[config.mk]
export PLATFORM = sky130hd
export DESIGN_NAME = poll_arbiter
export DESIGN_NICKNAME = d
export VERILOG_FILES = /design/src/rtl/pollarb_pkg.sv /design/src/rtl/pollarb_match.sv /design/src/rtl/pollarb_ctrl.sv /design/src/rtl/pollarb_dp.sv /design/src/rtl/poll_arbiter.sv
export SDC_FILE = /design/constraint.sdc
export NUM_CORES = 1
export LEC_CHECK = 0
export BUFFER_PORTS_ARGS = -buffer_cell sky130_fd_sc_hd__clkbuf_2
export CAP_MARGIN = 0
export CORE_MARGIN = 2
export CORE_UTILIZATION = 30
export DETAILED_ROUTE_END_ITERATION = 10
export GPL_TIMING_DRIVEN = 0
export PLACE_DENSITY_LB_ADDON = 0.25
export SETUP_SLACK_MARGIN = 0.1
export SLEW_MARGIN = 20
export SYNTH_ARGS = -nofsm -noshare
export SYNTH_HDL_FRONTEND = slang
export SYNTH_SLANG_ARGS = --single-unit
[constraint.sdc]
create_clock -name clk -period 3.45 [get_ports clk]
set_input_delay 0 -clock clk [delete_from_list [all_inputs] [get_ports clk]]
set_output_delay 0 -clock clk [all_outputs]
set_load 0.01 [all_outputs]
[src/rtl/pollarb_pkg.sv]
package pollarb_pkg;

  typedef enum logic {
    ST_POLL = 1'b0,
    ST_OWN  = 1'b1
  } arbState_e;

  typedef struct packed {
    logic stepIdx;
    logic seize;
    logic freeBus;
  } ctlStrobe_t;

endpackage

[src/rtl/pollarb_match.sv]
module pollarb_match #(
  parameter int NUM_DEV = 8,
  parameter int IDX_W   = 3
) (
  input  logic [NUM_DEV-1:0] devReq,
  input  logic [IDX_W-1:0]   pollIdx,
  input  logic               owned,
  output logic               anyReq,
  output logic               hitReq,
  output logic [NUM_DEV-1:0] grantVec
);

  logic [NUM_DEV-1:0] selVec;
  logic [NUM_DEV-1:0] hitVec;

  // one comparator per device: the device-side "my index is on the lines"
  for (genvar g = 0; g < NUM_DEV; g++) begin : g_dev
    assign selVec[g] = (pollIdx == IDX_W'(g));
    assign hitVec[g] = selVec[g] & devReq[g];
  end

  assign anyReq   = |devReq;
  assign hitReq   = |hitVec;
  assign grantVec = owned ? selVec : '0;

endmodule

[src/rtl/pollarb_ctrl.sv]
module pollarb_ctrl
  import pollarb_pkg::*;
(
  input  logic       clk,
  input  logic       rst_n,
  input  logic       anyReq,
  input  logic       hitReq,
  output ctlStrobe_t strobe,
  output logic       owned
);

  arbState_e stateQ, stateD;

  always_comb begin
    strobe = '0;
    stateD = stateQ;
    unique case (stateQ)
      ST_POLL: begin
        if (anyReq) begin
          if (hitReq) begin
            strobe.seize = 1'b1;
            stateD       = ST_OWN;
          end else begin
            strobe.stepIdx = 1'b1;
          end
        end
      end
      ST_OWN: begin
        if (!hitReq) begin
          strobe.freeBus = 1'b1;
          stateD         = ST_POLL;
        end
      end
      default: stateD = ST_POLL;
    endcase
  end

  always_ff @(posedge clk or negedge rst_n) begin
    if (!rst_n) stateQ <= ST_POLL;
    else        stateQ <= stateD;
  end

  assign owned = (stateQ == ST_OWN);

  // owner dropping its request frees the bus on the next edge
  a_r5_drop_frees: assert property (@(posedge clk) disable iff (!rst_n)
    (stateQ == ST_OWN && !hitReq) |=> (stateQ == ST_POLL));

  // ownership persists while the owner keeps requesting
  a_r3_owner_holds: assert property (@(posedge clk) disable iff (!rst_n)
    (stateQ == ST_OWN && hitReq) |=> (stateQ == ST_OWN));

endmodule

[src/rtl/pollarb_dp.sv]
module pollarb_dp
  import pollarb_pkg::*;
#(
  parameter int NUM_DEV = 8,
  parameter int IDX_W   = 3
) (
  input  logic             clk,
  input  logic             rst_n,
  input  ctlStrobe_t       strobe,
  input  logic             owned,
  input  logic             rotateMode,
  output logic [IDX_W-1:0] pollIdx
);

  localparam logic [IDX_W-1:0] LAST_IDX = IDX_W'(NUM_DEV - 1);

  logic [IDX_W-1:0] idxQ;
  logic [IDX_W-1:0] idxInc;
  logic             modeQ;

  assign idxInc = (idxQ == LAST_IDX) ? '0 : idxQ + IDX_W'(1);

  always_ff @(posedge clk or negedge rst_n) begin
    if (!rst_n) begin
      idxQ <= '0;
    end else if (strobe.stepIdx) begin
      idxQ <= idxInc;
    end else if (strobe.freeBus) begin
      idxQ <= modeQ ? idxInc : '0;
    end
  end

  // restart policy is captured only while the bus is free
  always_ff @(posedge clk or negedge rst_n) begin
    if (!rst_n)      modeQ <= 1'b0;
    else if (!owned) modeQ <= rotateMode;
  end

  assign pollIdx = idxQ;

  // one step per polling cycle with wraparound
  a_r2_step_wrap: assert property (@(posedge clk) disable iff (!rst_n)
    strobe.stepIdx |=> (($past(idxQ) == LAST_IDX) ? (idxQ == '0)
                                                  : (idxQ == $past(idxQ) + IDX_W'(1))));

  // fixed policy restarts at zero
  a_r5_fixed_restart: assert property (@(posedge clk) disable iff (!rst_n)
    (strobe.freeBus && !modeQ) |=> (idxQ == '0));

  // the policy latch is frozen while the bus is owned
  a_r9_mode_frozen: assert property (@(posedge clk) disable iff (!rst_n)
    owned |=> $stable(modeQ));

endmodule

[src/rtl/poll_arbiter.sv]
module poll_arbiter
  import pollarb_pkg::*;
#(
  parameter int NUM_DEV = 8,
  localparam int IDX_W  = (NUM_DEV > 1) ? $clog2(NUM_DEV) : 1
) (
  input  logic               clk,
  input  logic               rst_n,
  input  logic               rotateMode,
  input  logic [NUM_DEV-1:0] devReq,
  output logic               reqLine,
  output logic [IDX_W-1:0]   pollIdx,
  output logic               busBusy,
  output logic [NUM_DEV-1:0] busGrant
);

  ctlStrobe_t strobe;
  logic       owned;
  logic       anyReq;
  logic       hitReq;

  pollarb_match #(.NUM_DEV(NUM_DEV), .IDX_W(IDX_W)) match_i (
    .devReq  (devReq),
    .pollIdx (pollIdx),
    .owned   (owned),
    .anyReq  (anyReq),
    .hitReq  (hitReq),
    .grantVec(busGrant)
  );

  pollarb_ctrl ctrl_i (
    .clk   (clk),
    .rst_n (rst_n),
    .anyReq(anyReq),
    .hitReq(hitReq),
    .strobe(strobe),
    .owned (owned)
  );

  pollarb_dp #(.NUM_DEV(NUM_DEV), .IDX_W(IDX_W)) dp_i (
    .clk       (clk),
    .rst_n     (rst_n),
    .strobe    (strobe),
    .owned     (owned),
    .rotateMode(rotateMode),
    .pollIdx   (pollIdx)
  );

  assign reqLine = anyReq;
  assign busBusy = owned;

  // a single drive enable at most
  a_r4_onehot: assert property (@(posedge clk) disable iff (!rst_n)
    $onehot0(busGrant));

  // no enable without ownership
  a_r4_grant_needs_busy: assert property (@(posedge clk) disable iff (!rst_n)
    (|busGrant) |-> busBusy);

  // a requesting addressed device takes the bus and freezes the index
  a_r3_seize: assert property (@(posedge clk) disable iff (!rst_n)
    (!busBusy && devReq[pollIdx]) |=> (busBusy && $stable(pollIdx)));

  // idle with no requests holds the index and grants nothing
  a_r8_idle_hold: assert property (@(posedge clk) disable iff (!rst_n)
    (!busBusy && !(|devReq)) |=> ($stable(pollIdx) && !busBusy));

endmodule

==> results of run 1 <==
-- cells in the mapped netlist --
library cell,instances
nor4_4,2
a22o_1,1
o32ai_1,1
a21oi_1,3
o21ai_1,1
inv_1,4
o2111a_2,1
a221o_1,1
mux2_1,1
mux2_4,1
ha_1,6
nand2_1,2
nand2_2,1
clkbuf_1,1
and2_1,6
nor2b_1,1
and3_1,3
a22oi_1,1
nand3_1,1
mux2_2,1
dfrtp_1,5
mux2i_1,1
-- critical path: stages (launching register included) --
cell and delay [ns]:
dfrtp_1 0.41, inv_1 0.10, ha_1 0.25, a221o_1 0.33, o21ai_1 0.10, o2111a_2 0.26, mux2_4 0.30
-- cells in the final DEF (no fill, tap or decap) --
cell and n:
nor4_4 2, dlygate4sd3_1 2, mux2i_1 1, o2111a_2 1, clkbuf_2 23, and3_1 3
mux2_4 1, mux2_2 1, clkbuf_1 2, dfrtp_1 5, clkbuf_4 3, nor2b_1 1
a21oi_1 3, nand2_2 1, a22oi_1 1, o32ai_1 1, ha_1 6, nand3_1 1
and2_1 6, o21ai_1 1, a22o_1 1, nand2_1 2, inv_1 4, mux2_1 1
a221o_1 1
-- repair_timing --
action,CTS,global route
buffers inserted,0,0
hold buffers,2,0
hold endpoints to repair,6,0
endpoints found under the setup margin,0,0
-- kinds of logic after synthesis --
family,count (synthesis),synth area share [%]
buffers and inverters,5,4.10
AOI/OAI and AO/OA,9,14.8
and+or+nand+nor,16,27.1
muxes,4,10.4
adders and majority gates,6,16.4
DFF,5,27.3
-- registers in the layout (all words and copies together) (netlist names) --
name,count
dp_i.pollIdx,3
ctrl_i.owned,1
dp_i.modeQ,1
-- power groups by stage --
stage	Clock [µW]	Combinational (µW)	Sequential [µW]
finish	70.0	295	119
global route	77.3	335	127
detailed placement	0	300	120
global placement	0	299	122
CTS	72.8	303	121
floorplan	0	202	123
-- final timing paths --
| check | startpoint | end |
|---|---|---|
| worst min-delay path | rst_n | ctrl_i.owned |
| worst min register to register | dp_i.modeQ | dp_i.modeQ |
| worst max-delay path | dp_i.pollIdx[0] | dp_i.pollIdx[0] |
| max in group asynchronous | rst_n | dp_i.pollIdx[1] |
| worst max register to register | dp_i.pollIdx[0] | dp_i.pollIdx[0] |
| min in group clk | devReq[7] | ctrl_i.owned |
-- per-layer routing --
metal,vias up,part of all wire (%),global-route usage [%]
met5,-,0,0
met3,0,8.2,3.83
li1,219,-,-
met2,15,47,19.1
met4,0,0,1.82
met1,195,45,16.0
-- cell type report --
type                            instances  share of cell area (%)
Buffer                                  1                   0.587
Clock buffer                            4                    4.11
Inverter                                4                    2.35
Multi-Input combinational cell         35                    49.1
Sequential cell                         5                    19.6
Tap cell                               16                    3.13
Timing Repair Buffer                   25                    21.1
-- through the flow --
step,setup WS (ns),instances
2_1_floorplan,1.66,45
3_3_place_gp,1.56,84
3_5_place_dp,1.57,84
4_1_cts,1.55,90
5_1_grt,1.46,90
6_report,1.58,90
==> key figures, run 1 <==
Status
  • Outcome: finished clean

STA
  • Final setup violation count: 0
  • RSZ-0062 raised after global routing: false
  • Post-layout minimum cycle time: about 1.9 ns
  • Final Skew: ~0.0075 ns
  • Final hold slack: just under 0.1 ns
  • Least-Margin Pin Slew: between 0.3 and 0.4 ns
  • Fin. max-slew vios: 0
  • Final Hold Fails: 0
  • Final Cycle Share: a little over half
  • Fmax: 536 MHz
  • Slew Limit Headroom: between 70% and 80%
  • Final TNS setup: 0 ns

Power
  • Combinational fraction of design power: between 60 and 70%
  • Peak supply drop: 352 µV
  • Leakage power: roughly 0.00034 µW
  • Sequential share of power: 24.6%
  • Internal power: ~280 µW
  • Switch share: a little over two fifths
  • Clock power share: 14.5%
  • Total design power: just under 500 µW
  • PwrDens: 757 nW/µm²
  • Psw: around 200 µW

Critical path
  • Crit-path max FO: 5
  • Category of the critical setup timing path: flip-flop to flip-flop
  • Crit end category: flip-flop
  • Nature of the critical path startpoint: flip-flop
  • WP data required: 3.58 ns
  • FF-to-FF path depth: 6
  • CP arrival: about 2.0 ns
  • Reg2reg setup slack: between 1.5 and 2 ns

Yosys
  • Syn_nets: 62
  • Top cell type's share of synthesized area: roughly 27%
  • Seq/Total Area, Yosys: 27.3%
  • #FFs+latches synth: 5
  • Post-synthesis cell type count: 22
  • Synth Cell Area: ~460 µm²
  • Post-Syn Instances: 45
  • Dominant cell type by area after synthesis: dfrtp_1
  • Synth Warn #: 0
  • Largest cells by area after synthesis: dfrtp_1 (27%), ha_1 (16%), nor4_4 (9.3%), and2_1 (8.2%), and3_1 (4.1%)
  • Mean Syn Cell Area: between 10 and 15 µm²

Placement
  • Port-buffer cells: 23
  • DP Area: between 500 and 600 µm²
  • Routability cong.: around 0.75
  • Final HPWL DP: ~840 µm

Cells and area
  • P&R area growth vs syn: 39.6%
  • Nets: between 90 and 100
  • Layout cells sized above 1: roughly 43%
  • Final instance area: around 640 µm²
  • Fillcell total: approximately 160
  • Seq. cell area: between 100 and 150 µm²
  • Multi-input gate area: 314 µm²
  • Final Util: a little over two fifths
  • ANT cells: 0

GRT
  • Vias in the first global route: 411
  • GRT Resource Usage Total: 11.9%
  • First-pass GRT wire length: approximately 1700 µm
  • Total gr overflow: 0
  • Initial antenna violation count: 0
  • Pin count of the biggest net entering global routing: 11

Die
  • Overall die height: between 40 and 50 µm
  • Ports: 24
  • Initial Utilization: a little under a third
  • Die width: ~43 µm
  • # rows: 14
  • Full die area: 1860 µm²
  • Core Area: approximately 1500 µm²

CTS
  • Post-CTS sizing: 0
  • Clock Path Buffers: 2
  • CTS Buf Count: 3
  • CTS Root Cell: clkbuf_4
  • CTS tree: built
  • Skew-Pair Late Insertion Delay: around 0.25 ns
  • H-Tree Depth: 1
  • Clk sink count: 5
  • Clock-pin slew on the worst setup and hold paths: about 0.050 ns

Route
  • DRT iter0 DRCs: 10
  • Wire per inst: about 11 µm
  • Antenna-violating nets left: 0
  • DRT Pass-1 Iters: 4
  • Vias/cell: 4.77
  • Routed vias: 429
  • Post-Route WL: 1000 µm
  • DRC Markers: 0

Flow run
  • Max-cap violation count: 0

Worst hold path
  • Worst hold path class: input port to asynchronous set/reset pin
No activity file was read; power rests on OpenSTA's default activity.
==> run 2, diff against run 1 <==
Clock period 3.45 ns to 1.5 ns, I/O delays scaled along.
==> run 2 against run 1 <==
Compared with the run above:
- the flow now finishes with violations (negative setup slack)
- critical path depth stayed put
- first-iteration DRC count is 40% lower
- sequential cell count stayed put
- register-to-register slack worse by 1.8 ns
- highest routed layer is now met4
==> key figures, run 2 (same netlist as run 1, synthesis figures left out) <==
Die
  • Initial Utilization: 31.1% (unchanged)
  • Die width: 43.1 µm (unchanged)
  • Ports: 24 (unchanged)
  • Overall die height: 43.1 µm (unchanged)
  • # rows: 14 (unchanged)
  • Core Area: 1470 µm² (unchanged)
  • Full die area: 1860 µm² (unchanged)

GRT
  • First-pass GRT wire length: 1700 µm (+1.7%)
  • Pin count of the biggest net entering global routing: 11 (unchanged)
  • GRT Resource Usage Total: 12.4% (+0.51 points)
  • Initial antenna violation count: 0 (unchanged)
  • Total gr overflow: 0 (unchanged)
  • Vias in the first global route: 414 (+0.73%)

Critical path
  • CP arrival: 1.85 ns (-0.15 ns)
  • Slowest CP cell: dfrtp_2
  • R2R Path End: dp_i.pollIdx[0]
  • Crit-path max FO: 4 (-1)
  • Cell Chain, Critical Path: inv_2, ha_4, a221o_1, o21ai_2, o2111a_2, mux2_4
  • FF-to-FF Start: dp_i.pollIdx[1]
  • Category of the critical setup timing path: flip-flop to flip-flop
  • WP data required: 1.62 ns (-1.96 ns)
  • Nature of the critical path startpoint: flip-flop
  • FF-to-FF path depth: 6 (unchanged)
  • Crit end category: flip-flop
  • Largest stage delay on the critical path: 0.42 ns (about the same)
  • Reg2reg setup slack: -0.23 ns (-1.81 ns)

STA
  • Slew Limit Headroom: 82.7% (+5.4 points)
  • RSZ-0062 raised after global routing: true
  • Fin. max-slew vios: 0 (unchanged)
  • Post-layout minimum cycle time: 1.73 ns (-0.141 ns)
  • Setup ws final: -0.225 ns (-1.81 ns)
  • Final setup violation count: 3 (+3)
  • Final Skew: 0.00238 ns (-0.00509 ns)
  • Final TNS setup: -0.534 ns (-0.534 ns)
  • Least-Margin Pin Slew: 0.257 ns (-0.0830 ns)
  • Final Cycle Share: 115% (+61 points)
  • Final Hold Fails: 0 (unchanged)
  • Fmax: 580 MHz (+8.2%)

Power
  • PwrDens: 1850 nW/µm² (+140%)
  • Leakage power: 0.000364 µW (+7.1%)
  • Peak supply drop: 1050 µV (+200%)

CTS
  • Clk sink count: 5 (unchanged)
  • Skew-Pair Late Insertion Delay: 0.24 ns (about the same)
  • CTS Root Cell: clkbuf_4
  • Clock-pin slew on the worst setup and hold paths: 0.04 ns (about the same)
  • Clock Path Buffers: 2 (unchanged)
  • H-Tree Depth: 1 (unchanged)
  • CTS tree: built
  • CTS Buf Count: 3 (unchanged)

Route
  • Routed met2 length: 554 µm (+18%)
  • Antenna-violating nets left: 0 (unchanged)
  • Vias/cell: 4.75 (-0.40%)
  • DRC Markers: 0 (unchanged)
  • M1 wire length: 511 µm (+14%)
  • Wire per inst: 12.1 µm (+9.0%)
  • DRT Pass-1 Iters: 4 (unchanged)
  • DR WL met3: 72 µm (-12%)
  • Routed vias: 451 (+5.1%)
  • DRT iter0 DRCs: 6 (-4)
  • Max layer used: met4
  • Post-Route WL: 1150 µm (+15%)

Cells and area
  • Fin cells: 95 (+5.6%)
  • Largest register FFs: 3 (unchanged)
  • P&R area growth vs syn: 60.1%
  • Fillcell total: 156 (-4.3%)
  • Layout cells sized above 1: 64.6% (+21 points)
  • Commonest cells after routing, fill and taps aside: clkbuf_2 (24), and2_1 (6), buf_4 (5)
  • Most common cell after layout, fill and taps aside: clkbuf_2
  • Nets: 97 (+5.4%)
  • ANT cells: 0 (unchanged)

Placement
  • Routability cong.: 0.720 (-3.6%)
  • Placed cells: 84 (unchanged)
  • Final HPWL DP: 877 µm (+4.7%)
  • Port-buffer cells: 23 (unchanged)

Status
  • Outcome: finished, violations left
  • Violated checks: negative setup slack

Flow run
  • Max-cap violation count: 0 (unchanged)

Worst hold path
  • Worst hold path class: input port to asynchronous set/reset pin
-- run 2: cell count changes in the layout (fill, tap and decap cells not counted), moves of 2 or more --
cell / before / now
inv_2: 0 / 2
ha_1: 6 / 2
buf_4: 0 / 5
dfrtp_2: 0 / 3
dfrtp_1: 5 / 2
ha_4: 0 / 2
ha_2: 0 / 2
inv_1: 4 / 2
-- run 2: metrics by stage --
| step | setup slack, ns | total power (µW) | utilization, % | hold slack (ns) | instance area, µm² |
|---|---|---|---|---|---|
| floorplan | -0.201 | 807 | - | -0.296 | 493 |
| global placement | -0.274 | 1040 | 42.7 | -0.181 | 628 |
| detailed placement | -0.290 | 1050 | 42.7 | -0.180 | 628 |
| CTS | -0.244 | 1290 | 47.4 | 0.101 | 698 |
| global route | -0.288 | 1480 | 49.8 | 0.102 | 733 |
| finish | -0.225 | 1360 | 49.8 | 0.100 | 733 |
-- run 2: critical path: cells and delay by family (launching register included) --
kind	cells	cell delay, ns
buffers and inverters	1	0.07
muxes	1	0.30
adders and majority gates	1	0.17
DFF	1	0.42
AOI/OAI and AO/OA	3	0.65
-- run 2: layout make-up --
class                      count  area [µm²]  share of cell area [%]
sequential                     5         129                    17.6
buffer                         1        5.00                   0.683
inverter                       4        15.0                    2.05
clock buffer                   4        26.3                    3.58
multi-input combinational     35         365                    49.8
tap                           16        20.0                    2.73
timing repair buffer          30         173                    23.5
-- run 2: routing by layer --
layer / track usage [%] / vias up
met5: 0 / -
met4: 1.82 / 0
met3: 5.11 / 2
met2: 20.3 / 17
met1: 15.7 / 199
li1: - / 233
-- run 2: how the worst max path moves through the flow --
stage                         start              end  slack [ns]  cells past startpoint
floorplan           dp_i.pollIdx[1]  dp_i.pollIdx[0]       -0.20                      6
global placement    dp_i.pollIdx[1]  dp_i.pollIdx[0]       -0.27                      6
detailed placement  dp_i.pollIdx[1]  dp_i.pollIdx[0]       -0.29                      6
CTS                 dp_i.pollIdx[1]  dp_i.pollIdx[0]       -0.24                      6
global route        dp_i.pollIdx[0]  dp_i.pollIdx[0]       -0.29                      6
finish              dp_i.pollIdx[1]  dp_i.pollIdx[0]       -0.23                      6
-- run 2: timing repair --
item                                    CTS  global route
hold buffers                              2             0
buffers inserted                          3             2
endpoints found under the hold margin     6             0
resized for setup                         1             5
endpoints found under the setup margin    6             7
pin swaps                                 1             3
-- run 2: power by group --
part | total (µW) | internal, µW | switching (µW)
combinational | 893 | 477 | 416
clock | 157 | 101 | 56.5
sequential | 307 | 210 | 96.7
total | 1360 | 788 | 569
==> run 3, diff against run 2 <==
Settings changed: CTS_CLUSTER_SIZE set to 8.
Clock period 1.5 ns to 1.8 ns, I/O delays scaled along.
==> run 3 against run 2 <==
Compared with the run above:
- the flow now finishes without violations
- clock-buffer cell count is the same
- global-route usage grew 0.18 points
- clock skew shrank 0.0019 ns
- critical path depth is the same
- non-clock buffer count is the same
- largest cell class unchanged
- largest power group unchanged
==> key figures, run 3 (same netlist as run 1, synthesis figures left out) <==
CTS
  • Skew-Pair Late Insertion Delay: 0.24 ns (about the same)
  • Clock-pin slew on the worst setup and hold paths: 0.04 ns (about the same)
  • CTS Buf Count: 3 (unchanged)
  • H-Tree Depth: 1 (unchanged)
  • Clock Path Buffers: 2 (unchanged)
  • Clk sink count: 5 (unchanged)
  • CTS tree: built
  • CTS Root Cell: clkbuf_4

Critical path
  • Nature of the critical path startpoint: flip-flop
  • Category of the critical setup timing path: flip-flop to flip-flop
  • Largest stage delay on the critical path: 0.41 ns (about the same)
  • Top delay family on crit path: compound AO/OA/AOI/OAI gates
  • Reg2reg setup slack: 0.1 ns (+0.32 ns)
  • CP arrival: 1.82 ns (-0.03 ns)
  • R2R Path End: dp_i.pollIdx[0]
  • Crit end category: flip-flop
  • WP data required: 1.92 ns (+0.30 ns)
  • Slowest CP cell: dfrtp_2
  • FF-to-FF Start: dp_i.pollIdx[1]
  • Bufs and invs on worst path: 1 (unchanged)
  • Cell Chain, Critical Path: inv_2, ha_4, a221o_1, o21ai_2, o2111a_2, mux2_4
  • Crit-path max FO: 4 (unchanged)
  • FF-to-FF path depth: 6 (unchanged)

Route
  • Antenna-violating nets left: 0 (unchanged)
  • DRC Markers: 0 (unchanged)
  • DRT iter0 DRCs: 6 (unchanged)
  • DRT Pass-1 Iters: 2 (-2)
  • Vias/cell: 4.94 (+4.0%)
  • Post-Route WL: 1070 µm (-7.2%)
  • Wire per inst: 11.3 µm (-7.2%)
  • Routed vias: 469 (+4.0%)

GRT
  • GRT Resource Usage Total: 12.6% (+0.18 points)
  • Vias in the first global route: 418 (+0.97%)
  • Pin count of the biggest net entering global routing: 11 (unchanged)
  • First-pass GRT wire length: 1690 µm (-0.41%)
  • Total gr overflow: 0 (unchanged)
  • Initial antenna violation count: 0 (unchanged)

Flow run
  • Max-cap violation count: 0 (unchanged)

Die
  • Die width: 43.1 µm (unchanged)
  • Overall die height: 43.1 µm (unchanged)
  • # rows: 14 (unchanged)
  • Ports: 24 (unchanged)
  • Initial Utilization: 31.1% (unchanged)
  • Core Area: 1470 µm² (unchanged)
  • Full die area: 1860 µm² (unchanged)

STA
  • Final Hold Fails: 0 (unchanged)
  • Fin. max-slew vios: 0 (unchanged)
  • Final Cycle Share: 94.5% (-21 points)
  • Fmax: 588 MHz (+1.5%)
  • Least-Margin Pin Slew: 0.322 ns (+0.0654 ns)
  • Final Skew: 0.000526 ns (-0.00185 ns)
  • Slew Limit Headroom: 78.5% (-4.2 points)
  • Final setup violation count: 0 (-3)
  • Setup ws final: 0.0999 ns (+0.325 ns)
  • Post-layout minimum cycle time: 1.70 ns (-0.0249 ns)
  • Final TNS setup: 0 ns (+0.534 ns)
  • RSZ-0062 raised after global routing: true

Cells and area
  • Commonest cells after routing, fill and taps aside: clkbuf_2 (23), and2_1 (6), buf_4 (5)
  • P&R area growth vs syn: 58.2%
  • Layout cells sized above 1: 60.8% (-3.8 points)
  • Nets: 97 (unchanged)
  • Most common cell after layout, fill and taps aside: clkbuf_2
  • ANT cells: 0 (unchanged)
  • Largest register FFs: 3 (unchanged)

Power
  • PwrDens: 1520 nW/µm² (-18%)
  • Leakage power: 0.000360 µW (-1.1%)
  • Peak supply drop: 686 µV (-35%)

Placement
  • Port-buffer cells: 23 (unchanged)
  • Final HPWL DP: 859 µm (-2.1%)
  • Routability cong.: 0.755 (+4.9%)
  • Pre-CTS setup slack: 0.0278 ns (+0.318 ns)

Worst hold path
  • Worst hold path class: input port to asynchronous set/reset pin

Status
  • Outcome: finished clean
-- run 3: cell types whose count changed in the layout (fill, tap and decap cells not counted) --
| cell | change |
|---|---|
| clkbuf_1 | +1 |
| clkbuf_2 | -1 |
| ha_1 | +1 |
| ha_2 | -1 |
| nand3_1 | +1 |
| nand3_2 | -1 |
-- run 3: worst max path at each step --
stage,from,endpoint,slack [ns],depth (start not counted)
2_1_floorplan,dp_i.pollIdx[1],dp_i.pollIdx[0],0.1,6
3_3_place_gp,dp_i.pollIdx[1],dp_i.pollIdx[0],0.02,6
3_5_place_dp,dp_i.pollIdx[0],dp_i.pollIdx[0],0.03,6
4_1_cts,dp_i.pollIdx[1],dp_i.pollIdx[0],0.07,6
5_1_grt,dp_i.pollIdx[0],dp_i.pollIdx[0],0.02,5
6_report,dp_i.pollIdx[1],dp_i.pollIdx[0],0.1,6
-- run 3: routing by layer --
metal  GRT usage (%)  share of wire [%]  vias to the layer above
met3            6.38                6.0                        0
met5               0                  0                        -
met2            20.9                 52                       13
met4            3.64                  0                        0
li1                -                  -                      234
met1            14.1                 41                      222
-- run 3: report_power, final --
part | total, µW | switching, µW | internal [µW]
clock network | 130 | 46.4 | 83.8
registers | 250 | 75.1 | 175
logic | 722 | 333 | 388
total | 1100 | 455 | 647
-- run 3: stage by stage --
| stage | instance area [µm²] | util (%) | cells | hold slack (ns) | total power, µW |
|---|---|---|---|---|---|
| 2_1_floorplan | 493 | - | 45 | -0.296 | 672 |
| 3_3_place_gp | 628 | 42.7 | 84 | -0.181 | 866 |
| 3_5_place_dp | 628 | 42.7 | 84 | -0.179 | 865 |
| 4_1_cts | 704 | 47.9 | 94 | 0.0968 | 1090 |
| 5_1_grt | 724 | 49.2 | 95 | 0.0975 | 1220 |
| 6_report | 724 | 49.2 | 95 | 0.106 | 1100 |
-- run 3: layout make-up --
class | instances | area [µm²]
tap | 16 | 20.0
sequential | 5 | 129
multi-input combinational | 35 | 358
inverter | 4 | 15.0
timing repair buffer | 30 | 173
buffer | 1 | 3.75
fill | 159 | 747
clock buffer | 4 | 26.3
-- run 3: repair_timing --
item / 4_1_cts / 5_1_grt
pin swaps: 1 / 2
buffers inserted: 4 / 1
gates cloned: 0 / 0
hold buffers: 2 / 0
resized for setup: 0 / 3
setup endpoints to repair: 1 / 3
endpoints found under the hold margin: 6 / 0
-- run 3: worst register-to-register path: cells and delay by family (launching register included) --
family                     cells  cell delay [ns]
muxes                          1             0.30
AOI/OAI and AO/OA              3             0.64
adders and majority gates      1             0.17
DFF                            1             0.41
buffers and inverters          1             0.07
